## src/rtl/cpu_clk_ctrl_pkg.sv

```systemverilog
package cpu_clk_ctrl_pkg;

  localparam int ADDR_W  = 12;
  localparam int DATA_W  = 32;
  localparam int RATIO_W = 3;
  localparam int MSTAT_W = 3;

  localparam logic [ADDR_W-1:0] OFS_SEL    = 12'h000;
  localparam logic [ADDR_W-1:0] OFS_SELST  = 12'h200;
  localparam logic [ADDR_W-1:0] OFS_RAT0   = 12'h300;
  localparam logic [ADDR_W-1:0] OFS_RAT1   = 12'h304;
  localparam logic [ADDR_W-1:0] OFS_RAT0ST = 12'h400;
  localparam logic [ADDR_W-1:0] OFS_RAT1ST = 12'h404;

  // select fields: core parent, perf-monitor source
  localparam int NUM_MUX = 2;
  localparam int MUX_POS [NUM_MUX] = '{16, 20};

  // ratio fields: which divider register and which bit position
  localparam int NUM_DIV = 4;
  localparam int DIV_REG [NUM_DIV] = '{0, 0, 1, 1};
  localparam int DIV_POS [NUM_DIV] = '{0, 16, 0, 4};

  typedef enum logic [MSTAT_W-1:0] {
    MST_MAIN   = 3'd1,
    MST_ALT    = 3'd2,
    MST_MOVING = 3'd4
  } mux_stat_e;

endpackage

```

## src/rtl/mux_switch_track.sv

```systemverilog
module mux_switch_track
  import cpu_clk_ctrl_pkg::*;
#(
  parameter int SETTLE = 16
) (
  input  logic               clk,
  input  logic               rst_n,
  input  logic               wr_hit,
  input  logic               wr_bit,
  output logic               sel_o,
  output logic [MSTAT_W-1:0] status_o
);

  localparam int CW = $clog2(SETTLE + 1);
  localparam logic [CW-1:0] CNT_LOAD = CW'(SETTLE);
  localparam logic [CW-1:0] CNT_ONE  = CW'(1);

  logic          sel_q, sel_n;
  logic          act_q, act_n;
  logic          tgt_q, tgt_n;
  logic          mov_q, mov_n;
  logic [CW-1:0] cnt_q, cnt_n;
  logic          step_en;

  always_comb begin
    sel_n = wr_hit ? wr_bit : sel_q;
    act_n = act_q;
    tgt_n = tgt_q;
    mov_n = mov_q;
    cnt_n = cnt_q;
    if (mov_q) begin
      if (cnt_q == CNT_ONE) begin
        act_n = tgt_q;
        if (sel_n != tgt_q) begin
          tgt_n = sel_n;
          cnt_n = CNT_LOAD;
        end else begin
          mov_n = 1'b0;
          cnt_n = '0;
        end
      end else begin
        cnt_n = cnt_q - CNT_ONE;
      end
    end else if (sel_n != act_q) begin
      mov_n = 1'b1;
      tgt_n = sel_n;
      cnt_n = CNT_LOAD;
    end
  end

  assign step_en = wr_hit | mov_q | (sel_q != act_q);

  always_ff @(posedge clk or negedge rst_n) begin
    if (!rst_n) begin
      sel_q <= 1'b0;
      act_q <= 1'b0;
      tgt_q <= 1'b0;
      mov_q <= 1'b0;
      cnt_q <= '0;
    end else if (step_en) begin
      sel_q <= sel_n;
      act_q <= act_n;
      tgt_q <= tgt_n;
      mov_q <= mov_n;
      cnt_q <= cnt_n;
    end
  end

  assign sel_o    = sel_q;
  assign status_o = mov_q ? MST_MOVING : (act_q ? MST_ALT : MST_MAIN);


  moving_cnt_live_chk: assert property (@(posedge clk) disable iff (!rst_n)
    mov_q |-> (cnt_q != '0));


  switch_lands_chk: assert property (@(posedge clk) disable iff (!rst_n)
    (mov_q && cnt_q == CNT_ONE) |=> (act_q == $past(tgt_q)));


  parent_only_at_end_chk: assert property (@(posedge clk) disable iff (!rst_n)
    !$stable(act_q) |-> $past(mov_q));


  switch_holds_chk: assert property (@(posedge clk) disable iff (!rst_n)
    (mov_q && cnt_q != CNT_ONE) |=> mov_q);

endmodule

```

## src/rtl/div_ratio_track.sv

```systemverilog
module div_ratio_track #(
  parameter int W      = 3,
  parameter int SETTLE = 16
) (
  input  logic         clk,
  input  logic         rst_n,
  input  logic         wr_hit,
  input  logic [W-1:0] wr_val,
  output logic [W-1:0] val_o,
  output logic         busy_o
);

  localparam int CW = $clog2(SETTLE + 1);
  localparam logic [CW-1:0] CNT_LOAD = CW'(SETTLE);
  localparam logic [CW-1:0] CNT_ONE  = CW'(1);

  logic [W-1:0]  val_q, val_n;
  logic [CW-1:0] cnt_q, cnt_n;
  logic          chg;
  logic          upd_en;

  assign chg    = wr_hit && (wr_val != val_q);
  assign upd_en = chg || (cnt_q != '0);

  always_comb begin
    val_n = val_q;
    cnt_n = cnt_q;
    if (chg) begin
      val_n = wr_val;
      cnt_n = CNT_LOAD;
    end else if (cnt_q != '0) begin
      cnt_n = cnt_q - CNT_ONE;
    end
  end

  always_ff @(posedge clk or negedge rst_n) begin
    if (!rst_n) begin
      val_q <= '0;
      cnt_q <= '0;
    end else if (upd_en) begin
      val_q <= val_n;
      cnt_q <= cnt_n;
    end
  end

  assign val_o  = val_q;
  assign busy_o = (cnt_q != '0);


  busy_needs_write_chk: assert property (@(posedge clk) disable iff (!rst_n)
    $rose(busy_o) |-> $past(wr_hit));


  same_value_quiet_chk: assert property (@(posedge clk) disable iff (!rst_n)
    (wr_hit && wr_val == val_q && !busy_o) |=> !busy_o);


  ratio_stable_chk: assert property (@(posedge clk) disable iff (!rst_n)
    !wr_hit |=> $stable(val_o));

endmodule

```

## src/rtl/cpu_clk_ctrl.sv

```systemverilog
module cpu_clk_ctrl
  import cpu_clk_ctrl_pkg::*;
#(
  parameter int MUX_SETTLE = 16,
  parameter int DIV_SETTLE = 16
) (
  input  logic              clk,
  input  logic              rst_n,
  input  logic              bus_we,
  input  logic [ADDR_W-1:0] bus_addr,
  input  logic [DATA_W-1:0] bus_wdata,
  output logic [DATA_W-1:0] bus_rdata
);

  logic [1:0] rst_sync_q;
  logic       rst_n_s;

  always_ff @(posedge clk or negedge rst_n) begin
    if (!rst_n) rst_sync_q <= 2'b00;
    else        rst_sync_q <= {rst_sync_q[0], 1'b1};
  end
  assign rst_n_s = rst_sync_q[1];

  logic hit_sel, hit_rat0, hit_rat1;
  logic [2:0] hit_vec;

  assign hit_sel  = bus_we && (bus_addr == OFS_SEL);
  assign hit_rat0 = bus_we && (bus_addr == OFS_RAT0);
  assign hit_rat1 = bus_we && (bus_addr == OFS_RAT1);
  assign hit_vec  = {hit_rat1, hit_rat0, hit_sel};

  logic [NUM_MUX-1:0]              msel;
  logic [NUM_MUX-1:0][MSTAT_W-1:0] mstat;
  logic [NUM_DIV-1:0][RATIO_W-1:0] dval;
  logic [NUM_DIV-1:0]              dbusy;

  for (genvar m = 0; m < NUM_MUX; m++) begin : g_mux
    mux_switch_track #(.SETTLE(MUX_SETTLE)) u_mux (
      .clk      (clk),
      .rst_n    (rst_n_s),
      .wr_hit   (hit_sel),
      .wr_bit   (bus_wdata[MUX_POS[m]]),
      .sel_o    (msel[m]),
      .status_o (mstat[m])
    );
  end

  for (genvar d = 0; d < NUM_DIV; d++) begin : g_div
    logic d_hit;
    assign d_hit = (DIV_REG[d] == 0) ? hit_rat0 : hit_rat1;
    div_ratio_track #(.W(RATIO_W), .SETTLE(DIV_SETTLE)) u_div (
      .clk    (clk),
      .rst_n  (rst_n_s),
      .wr_hit (d_hit),
      .wr_val (bus_wdata[DIV_POS[d] +: RATIO_W]),
      .val_o  (dval[d]),
      .busy_o (dbusy[d])
    );
  end

  logic [DATA_W-1:0]      sel_word, selst_word;
  logic [1:0][DATA_W-1:0] rat_word, ratst_word;

  always_comb begin
    sel_word   = '0;
    selst_word = '0;
    rat_word   = '0;
    ratst_word = '0;
    for (int m = 0; m < NUM_MUX; m++) begin
      sel_word[MUX_POS[m]]             = msel[m];
      selst_word[MUX_POS[m] +: MSTAT_W] = mstat[m];
    end
    for (int d = 0; d < NUM_DIV; d++) begin
      rat_word[DIV_REG[d]][DIV_POS[d] +: RATIO_W] = dval[d];
      ratst_word[DIV_REG[d]][DIV_POS[d]]          = dbusy[d];
    end
  end

  always_comb begin
    unique case (bus_addr)
      OFS_SEL:    bus_rdata = sel_word;
      OFS_SELST:  bus_rdata = selst_word;
      OFS_RAT0:   bus_rdata = rat_word[0];
      OFS_RAT1:   bus_rdata = rat_word[1];
      OFS_RAT0ST: bus_rdata = ratst_word[0];
      OFS_RAT1ST: bus_rdata = ratst_word[1];
      default:    bus_rdata = '0;
    endcase
  end


  one_target_chk: assert property (@(posedge clk) disable iff (!rst_n_s)
    $onehot0(hit_vec));


  sel_untouched_chk: assert property (@(posedge clk) disable iff (!rst_n_s)
    !hit_sel |=> $stable(msel));


  busy_implies_ratio_write_chk: assert property (@(posedge clk) disable iff (!rst_n_s)
    (!hit_rat0 && !hit_rat1) |=> $stable(dval));

endmodule

```

## config.mk

```make
export PLATFORM = sky130hd
export DESIGN_NAME = cpu_clk_ctrl
export DESIGN_NICKNAME = d
export VERILOG_FILES = /design/src/rtl/cpu_clk_ctrl_pkg.sv /design/src/rtl/mux_switch_track.sv /design/src/rtl/div_ratio_track.sv /design/src/rtl/cpu_clk_ctrl.sv
export SDC_FILE = /design/constraint.sdc
export NUM_CORES = 1
export LEC_CHECK = 0
export BUFFER_PORTS_ARGS = -buffer_cell sky130_fd_sc_hd__clkbuf_2
export CORE_MARGIN = 5
export CORE_UTILIZATION = 54
export CTS_BUF_LIST = sky130_fd_sc_hd__clkbuf_16
export CTS_CLUSTER_SIZE = 14
export DETAILED_ROUTE_END_ITERATION = 7
export PLACE_DENSITY_LB_ADDON = 0.25
export SLEW_MARGIN = 30
export SYNTH_ARGS = -nofsm -noshare
export SYNTH_HDL_FRONTEND = slang
export SYNTH_SLANG_ARGS = --single-unit
```

## constraint.sdc

```tcl
create_clock -name clk -period 2.3 [get_ports clk]
set_input_delay 0.23 -clock clk [delete_from_list [all_inputs] [get_ports clk]]
set_output_delay 0.23 -clock clk [all_outputs]
set_load 0.05 [all_outputs]
```

==> results of run 1 <==
-- worst paths after layout --
check,to,cells after the start
setup / recovery,bus_rdata[22],7
hold / removal,g_mux[0].u_mux.cnt_q[2],0
setup reg to reg,g_mux[1].u_mux.act_q,5
hold reg to reg,g_mux[0].u_mux.cnt_q[2],0
max in group asynchronous,g_div[3].u_div.cnt_q[4],1
min in group clk,g_div[3].u_div.val_o[1],2
-- power breakdown --
part	total, uW	switching [uW]	internal [uW]
registers	1480	273	1210
clock network	731	333	398
logic	1240	656	586
total	3450	1260	2190
-- per-stage QoR --
step                      power, uW  hold slack, ps
after floorplan                2491          -65.59
after global placement         2663           14.95
after detailed placement       2744           18.21
after CTS                      3474           149.1
after global routing           3728           160.8
final                          3452           136.8
-- flip-flops by register name (all words and copies together) (netlist names) --
register,cells
g_mux.u_mux.act_q,2
g_div.u_div.cnt_q,20
g_mux.u_mux.tgt_q,2
g_mux.u_mux.cnt_q,10
rst_sync_q,2
g_div.u_div.val_o,12
g_mux.u_mux.mov_q,2
g_mux.u_mux.sel_o,2
-- area by class of cell --
| type | instances | area share [%] |
|---|---|---|
| sequential | 52 | 36.18 |
| multi-input combinational | 241 | 47.76 |
| inverter | 14 | 1.460 |
| clock inverter | 3 | 0.4519 |
| timing repair buffer | 47 | 8.064 |
| clock buffer | 5 | 3.476 |
| tap | 75 | 2.607 |
-- cells in the final DEF, fill, tap and decap left out, types with 4 or more instances in the layout --
cell type	n
dfrtp_1	51
clkbuf_2	35
nor2_1	32
xnor2_1	24
nand2_1	22
conb_1	21
nor3_1	17
inv_1	15
mux2_1	12
ha_1	12
a21oi_1	10
buf_4	8
mux2i_1	7
nor2b_1	5
or3_1	5
nand2b_1	5
clkbuf_16	5
nor4b_1	4
and2_1	4
a31oi_2	4
a211o_1	4
o21ai_0	4
-- cell usage after synthesis (2+ instances only) --
library cell and count:
ha_1 12, nor2_1 32, o32ai_1 2, mux2i_1 7, xnor2_1 24, xor2_2 2
and3_1 2, a31oi_2 4, and2_1 5, nand2_1 22, a21oi_1 10, nand2b_1 5
o31ai_1 2, nand3_1 2, nand3b_1 3, clkbuf_1 4, nor2b_1 5, or3_1 5
o21a_1 3, buf_4 20, mux2_4 2, inv_1 14, dfrtp_1 52, mux2_2 2
a31oi_1 2, nor3_1 17, mux2_1 12, or4_4 2, nor4b_1 5, nor4_1 2
conb_1 2, o221a_1 2, buf_1 2, xor2_1 2, a211o_1 4, o21ai_0 5
-- cells by family (layout without fill, tap and decap cells) --
group           count (synthesis)  in the layout  synth area share (%)
compound gates                 43             43                 10.54
mux                            23             23                 8.130
flops                          52             52                 41.04
xor+xnor                       28             28                 8.208
fa+ha+maj                      12             12                 4.735
buf+inv                        41             69                 7.261
other cells                     2             21                0.2369
simple gates                  114            114                 19.85
-- metal layers --
metal	up-vias	routed length, um	track usage (%)
met5	-	0	0
met1	1073	2726	22.40
met3	8	313	3.517
met4	0	78	4.249
met2	62	2819	27.47
li1	1143	-	-
-- repair_timing --
action                     in CTS  in global routing
hold buffers                    1                  0
resized for setup               0                  3
hold endpoints to repair        2                  0
setup buffers                   0                  2
setup endpoints to repair       0                  3
==> run metrics, run 1 <==
CTS Root Cell clkbuf_16; Fin. Hold Viols 0; Leak 0.001730 uW; clock buffer depth 2; fillcell total 512; Clock transition at path regs 70 ps; post-synth top area cell dfrtp_1; area fraction of the dominant cell type after synthesis 41.04%; power density over cell area 959.1 nW/um^2; Num CTS Buffers 5; Final Non-Filler Cells 437; Total Routed Length 5.937 mm; Total Routing Usage GR 16.67%; grt ovf 0; post-synthesis cell count 315; first-pass GRT wire length 10.01 mm; clk_lat worst skew 290 ps; Placement Rows 28; # Max-Cap Violations 0; CP max stage delay 570 ps; maximum fanout along the worst path 5; final setup TNS 0 ps; Die ar. 7504 um^2; Die H 86.63 um; largest net degree at the start of global routing 42; Worst EP required 2070 ps; Startpoint Class primary input; Post-Syn Area 3171 um^2; Final period util 93.19%; I/O pin count 79; Die Span X 86.63 um; RSZ-0062 raised after global routing no; via count of the first global-routing pass 2216; worst path bufs/invs 2; Placed Cells 426; Worst Hold Class reg -> async; register area 1303 um^2; Initial Util 54.52%; vias 2286; status finished clean; htree depth 2; routability cong. 0.8017; Setup crit start bus_addr[11]; Avg Vias per Cell 5.231; cell area after layout 3600 um^2; r2r startpoint g_mux[1].u_mux.cnt_q[1]; count of state elements after synthesis 52; asr flop ratio synth 100.0%; final net count 420; Area Overhead vs Synth 13.54%; CP Cell Sequence clkbuf_2, or4_4, nor3_4, nand3b_1, nor2_1, and2_1, clkbuf_2; CORE AREA 5816 um^2; dpl hpwl 4.594 mm; Port-buffer cells 36; Worst-Margin Slew 619.8 ps; Seq/Total Area, Yosys 41.04%; top cells by area, synth dfrtp_1 41%, xnor2_1 6.6%, buf_4 4.7%; max-slew violation count 0; mean cell area of the mapped netlist 10.07 um^2; footprint of the multi-input gates 1719 um^2; worst reg-to-reg setup slack 500 ps; EDFF count, synth 0; highest clock rate 466.6 MHz; mean routed wirelength per cell 13.59 um; Post-DP Area 3431 um^2; WS Path Type in -> out; Slew HR 58.10%; Antenna Nets Post-Route 0; Fin Clk Skew 6.830 ps; Worst path slowest cell or4_4; share of layout cells above drive strength 1 20.99%; CP dominant cell by count clkbuf_2; Final setup viols 0; pre-CTS setup slack 78.83 ps; Initial DRT Pass Iterations 4; CTS tree yes; delay-heaviest family, CP simple AND/OR/NAND/NOR gates; initial antenna violation count 0; Synth Warn # 0; post-synth cell types 53; Clock Sinks 52; Remaining DRCs 0; Layout Utilization 61.90%; DRT iter0 DRCs 65; Setup WS post-layout 156.7 ps; ANT cells 0; maximum vdd drop 0.4272 mV; CP endpoint kind primary output; ys flop type dfrtp_1; Critical Path AT 1910 ps; Final min period 2143 ps
No activity file was read; power rests on OpenSTA's default activity.
==> run 2, diff against run 1 <==
==> constraint.sdc (replaced) <==
create_clock -name clk -period 2.3 [get_ports clk]
set_input_delay 0 -clock clk [delete_from_list [all_inputs] [get_ports clk]]
set_output_delay 0 -clock clk [all_outputs]
set_load 0.05 [all_outputs]
==> run metrics, run 2 (synthesis results as in run 1) <==
status finished clean; Worst Hold Class in -> reg; Startpoint Class flop; Slew HR 54.08%; Fin Clk Skew 5.340 ps; DRT iter0 DRCs 89; most common cell after layout, fill and taps aside dfrtp_1; largest net degree at the start of global routing 46; Worst Hold Path EP g_div[2].u_div.val_o[0]; Switching Fraction 36.36%; Final period util 86.35%; grt ovf 0; maximum fanout along the worst path 5; cell area after layout 3600 um^2; Internal Dissipation 2190 uW; Die ar. 7504 um^2; final setup TNS 0 ps; max-slew violation count 0; Num CTS Buffers 5; pre-CTS setup slack 269.1 ps; Worst-Margin Slew 679.2 ps; Area Overhead vs Synth 13.54%; ANT cells 0; Fin. Hold Viols 0; RSZ-0062 raised after global routing no; R2R Path End g_mux[1].u_mux.act_q; r2r startpoint g_mux[1].u_mux.cnt_q[1]; Setup crit start g_div[1].u_div.cnt_q[0]; htree depth 2; Initial Util 54.52%; Post-CTS Resized 0; register area 1303 um^2; mean routed wirelength per cell 13.90 um; Comb pwr share 36.2%; clk_lat worst skew 280 ps; fillcell total 512; commonest cells after routing, fill and taps aside 51 x dfrtp_1, 36 x clkbuf_2, 32 x nor2_1; Critical Path AT 1990 ps; Final setup viols 0; register bank with the most flops g_div.u_div.cnt_q; Final min period 1986 ps; Clock Sinks 52; Seq pwr share 43.1%; maximum vdd drop 0.4933 mV; Leak 0.001714 uW; I/O pin count 79; footprint of the multi-input gates 1717 um^2; vias 2332; # Max-Cap Violations 0; CP dominant cell by count inv_1; Worst path slowest cell dfrtp_1; Total Routing Usage GR 17.60%; via count of the first global-routing pass 2410; Tot Pwr 3441 uW; CORE AREA 5816 um^2; cell depth of the worst hold path 2; final net count 420; Worst R2R Path Depth 5; power density over cell area 955.8 nW/um^2; clock group share of total power 20.6%; Final Non-Filler Cells 437; dpl hpwl 4.609 mm; clock buffer depth 2; Initial DRT Pass Iterations 4; Setup WS post-layout 313.9 ps; initial antenna violation count 0; Total Routed Length 6.073 mm; Die H 86.63 um; Remaining DRCs 0; highest clock rate 503.5 MHz; Port-buffer cells 36; Worst EP required 2300 ps; first-pass GRT wire length 10.66 mm; Post-DP Area 3381 um^2; Clock transition at path regs 70 ps; Placement Rows 28; routability cong. 0.8407; worst reg-to-reg setup slack 420 ps; Avg Vias per Cell 5.336; share of layout cells above drive strength 1 18.78%; Placed Cells 421; Die Span X 86.63 um; Hold Path Origin bus_wdata[0]; CTS tree yes; WS Path Type reg -> out; CP endpoint kind primary output; Antenna Nets Post-Route 0; Psw 1251 uW; CP max stage delay 380 ps; Largest register FFs 20; CP Cell Sequence inv_1, ha_1, nor2b_1, and2_1, inv_1, a22oi_1, o2bb2ai_1, clkbuf_2; CTS Root Cell clkbuf_16
-- run 2: cell count changes in the layout (fill, tap and decap cells not counted) --
cell,change
dlygate4sd3_1,+7
buf_4,-6
and2_1,+1
and2_4,-1
buf_12,-1
buf_2,-1
clkbuf_2,+1
clkinv_1,+1
clkinv_2,+1
clkinvlp_4,-1
inv_1,-1
o21ai_0,+1
o21ai_1,-1
-- run 2: stage by stage --
step | utilization [%] | hold slack, ps
after detailed placement | 58.13 | -212.0
after CTS | 61.90 | 0.5217
after global routing | 61.90 | 18.67
after floorplan | - | -295.6
after global placement | 58.13 | -214.5
final | 61.90 | 10.77
-- run 2: critical path, delay by kind of cell, from the launching register on --
kind,cells,cell delay [ps]
buffers and inverters,3,420
and+or+nand+nor,2,410
DFF,1,380
AOI/OAI and AO/OA,2,320
adders and majority gates,1,170
-- run 2: power by group through the flow --
| stage | combinational (uW) | clock, uW | sequential (uW) |
|---|---|---|---|
| global placement | 1180 | 0 | 1480 |
| CTS | 1260 | 737 | 1480 |
| detailed placement | 1250 | 0 | 1490 |
| global route | 1440 | 766 | 1530 |
| finish | 1250 | 710 | 1480 |
| floorplan | 1070 | 0 | 1420 |
-- run 2: timing repair --
item	4_1_cts	5_1_grt
hold endpoints to repair	11	0
endpoints found under the setup margin	0	0
setup buffers	0	0
hold buffers	8	0
-- run 2: per-layer routing --
layer	wire, um	vias up	GRT usage, %
met2	3004	48	30.25
li1	-	1145	-
met4	64	0	5.099
met3	314	5	3.897
met1	2690	1134	22.20
met5	0	-	0
-- run 2: final cells by class --
type,count,area share (%)
Clock buffer,5,3.476
Clock inverter,3,0.3823
Inverter,14,1.460
Multi-Input combinational cell,241,47.69
Sequential cell,52,36.18
Tap cell,75,2.607
Timing Repair Buffer,47,8.203
-- run 2: how the worst max path moves through the flow --
stage,to,slack (ps),cells after the start
finish,bus_rdata[16],310,8
global route,bus_rdata[16],110,8
CTS,bus_rdata[16],300,8
detailed placement,g_mux[0].u_mux.cnt_q[4],270,6
global placement,g_div[3].u_div.cnt_q[2],270,6
floorplan,bus_rdata[0],220,4
==> run 3, diff against run 2 <==
- CORE_UTILIZATION: 54 -> 53
==> run metrics, run 3 (synthesis results as in run 1) <==
Final min period 1954 ps; Final period util 84.94%; Initial Util 53.87%; final net count 420; Final setup viols 0; power density over cell area 951.5 nW/um^2; # Post-CTS Setup Buffers 0; status finished clean; CORE AREA 5886 um^2; Worst path slowest cell dfrtp_1; register area 1303 um^2; Initial DRT Pass Iterations 4; Tot Pwr 3425 uW; CP dominant cell by count inv_1; initial antenna violation count 0; footprint of the multi-input gates 1717 um^2; Switching Fraction 36.15%; Slew HR 59.82%; mean routed wirelength per cell 13.23 um; max-slew violation count 0; largest net degree at the start of global routing 29; Clock transition at path regs 70 ps; register bank with the most flops g_div.u_div.cnt_q; Leak 0.001714 uW; via count of the first global-routing pass 2267; grt ovf 0; Total Routed Length 5.782 mm; clk_lat worst skew 290 ps; CP endpoint kind primary output; Critical Path AT 1950 ps; share of layout cells above drive strength 1 18.78%; highest clock rate 511.9 MHz; Fin Clk Skew 3.621 ps; RSZ-0062 raised after global routing no; Port-buffer cells 36; Num CTS Buffers 5; vias 2264; Placement Rows 28; clock buffer depth 2; CP max stage delay 370 ps; Largest register FFs 20; ANT cells 0; Area Overhead vs Synth 13.54%; CTS Root Cell clkbuf_16; Startpoint Class flop; commonest cells after routing, fill and taps aside 51 x dfrtp_1, 36 x clkbuf_2, 32 x nor2_1; # Max-Cap Violations 0; Worst EP required 2300 ps; maximum fanout along the worst path 5; Clock Sinks 52; worst path bufs/invs 3; Internal Dissipation 2187 uW; Psw 1238 uW; delay-heaviest family, CP buffers and inverters; dpl hpwl 4.527 mm; routability cong. 0.7740; I/O pin count 79; Antenna Nets Post-Route 0; Worst Hold Class in -> reg; Remaining DRCs 0; CP Cell Sequence inv_1, ha_1, nor2b_1, and2_1, inv_1, a22oi_1, o2bb2ai_1, clkbuf_2; Die ar. 7629 um^2; Die Span X 87.35 um; most common cell after layout, fill and taps aside dfrtp_1; DRT iter0 DRCs 84; final setup TNS 0 ps; Post-CTS Resized 0; Fin. Hold Viols 0; maximum vdd drop 0.5504 mV; Die H 87.35 um; Seq pwr share 43.1%; Total Routing Usage GR 16.89%; first-pass GRT wire length 10.21 mm; clock group share of total power 20.8%; WS Path Type reg -> out; fillcell total 546; cell area after layout 3600 um^2; CTS tree yes; Comb pwr share 36.0%; Post-DP Area 3381 um^2; Worst-Margin Slew 594.3 ps; Avg Vias per Cell 5.181; htree depth 2
## run 3: cell counts in the layout (fill, tap and decap cells not counted)
No cell type changed its count.
## run 3: stage by stage
step,cells,hold slack (ps),utilization (%),setup slack (ps)
6_report,437,13.16,61.16,346.4
5_1_grt,437,25.83,61.16,178.1
4_1_cts,437,16.64,61.16,356.6
3_5_place_dp,421,-210.4,57.44,250.8
3_3_place_gp,421,-214.3,57.44,269.8
2_1_floorplan,334,-295.6,-,216.6
## run 3: worst reg2reg max path, stage by stage (launching register included)
cell	delay, ps
dfrtp_1	370
inv_1	100
ha_1	180
nor4b_1	510
nand2_1	200
mux2_2	300
## run 3: worst paths after layout
check | startpoint | endpoint | slack, ps | cells after the start
min reg2reg | rst_sync_q[1] | g_div[1].u_div.cnt_q[3] | 260 | 0
max | g_div[1].u_div.cnt_q[0] | bus_rdata[16] | 350 | 8
min in group asynchronous | rst_n | rst_sync_q[0] | 40 | 2
max in group asynchronous | rst_sync_q[1] | g_div[3].u_div.val_o[1] | 1500 | 1
min | bus_wdata[0] | g_div[0].u_div.val_o[0] | 10 | 2
max reg2reg | g_mux[1].u_mux.cnt_q[1] | g_mux[1].u_mux.act_q | 520 | 5
## run 3: layout make-up
cell class	count	area share (%)
Tap cell	75	2.607
Multi-Input combinational cell	241	47.69
Clock inverter	3	0.3823
Clock buffer	5	3.476
Inverter	14	1.460
Sequential cell	52	36.18
Timing Repair Buffer	47	8.203
## run 3: timing repair
item | in CTS | in global routing
endpoints found under the hold margin | 10 | 0
setup endpoints to repair | 0 | 0
hold buffers | 8 | 0
## run 3: per-layer routing
| metal | vias up | share of wire (%) | global-route usage [%] |
|---|---|---|---|
| met4 | 0 | 0.99 | 5.021 |
| li1 | 1146 | - | - |
| met1 | 1065 | 44 | 21.18 |
| met3 | 7 | 5.0 | 3.690 |
| met2 | 46 | 50 | 29.04 |
| met5 | - | 0 | 0 |
## run 3: power by group through the flow
stage | clock [uW] | sequential [uW] | combinational [uW]
after floorplan | 0 | 1420 | 1070
after global placement | 0 | 1480 | 1190
after detailed placement | 0 | 1490 | 1230
after CTS | 733 | 1480 | 1250
after global routing | 777 | 1530 | 1420
final | 714 | 1480 | 1230
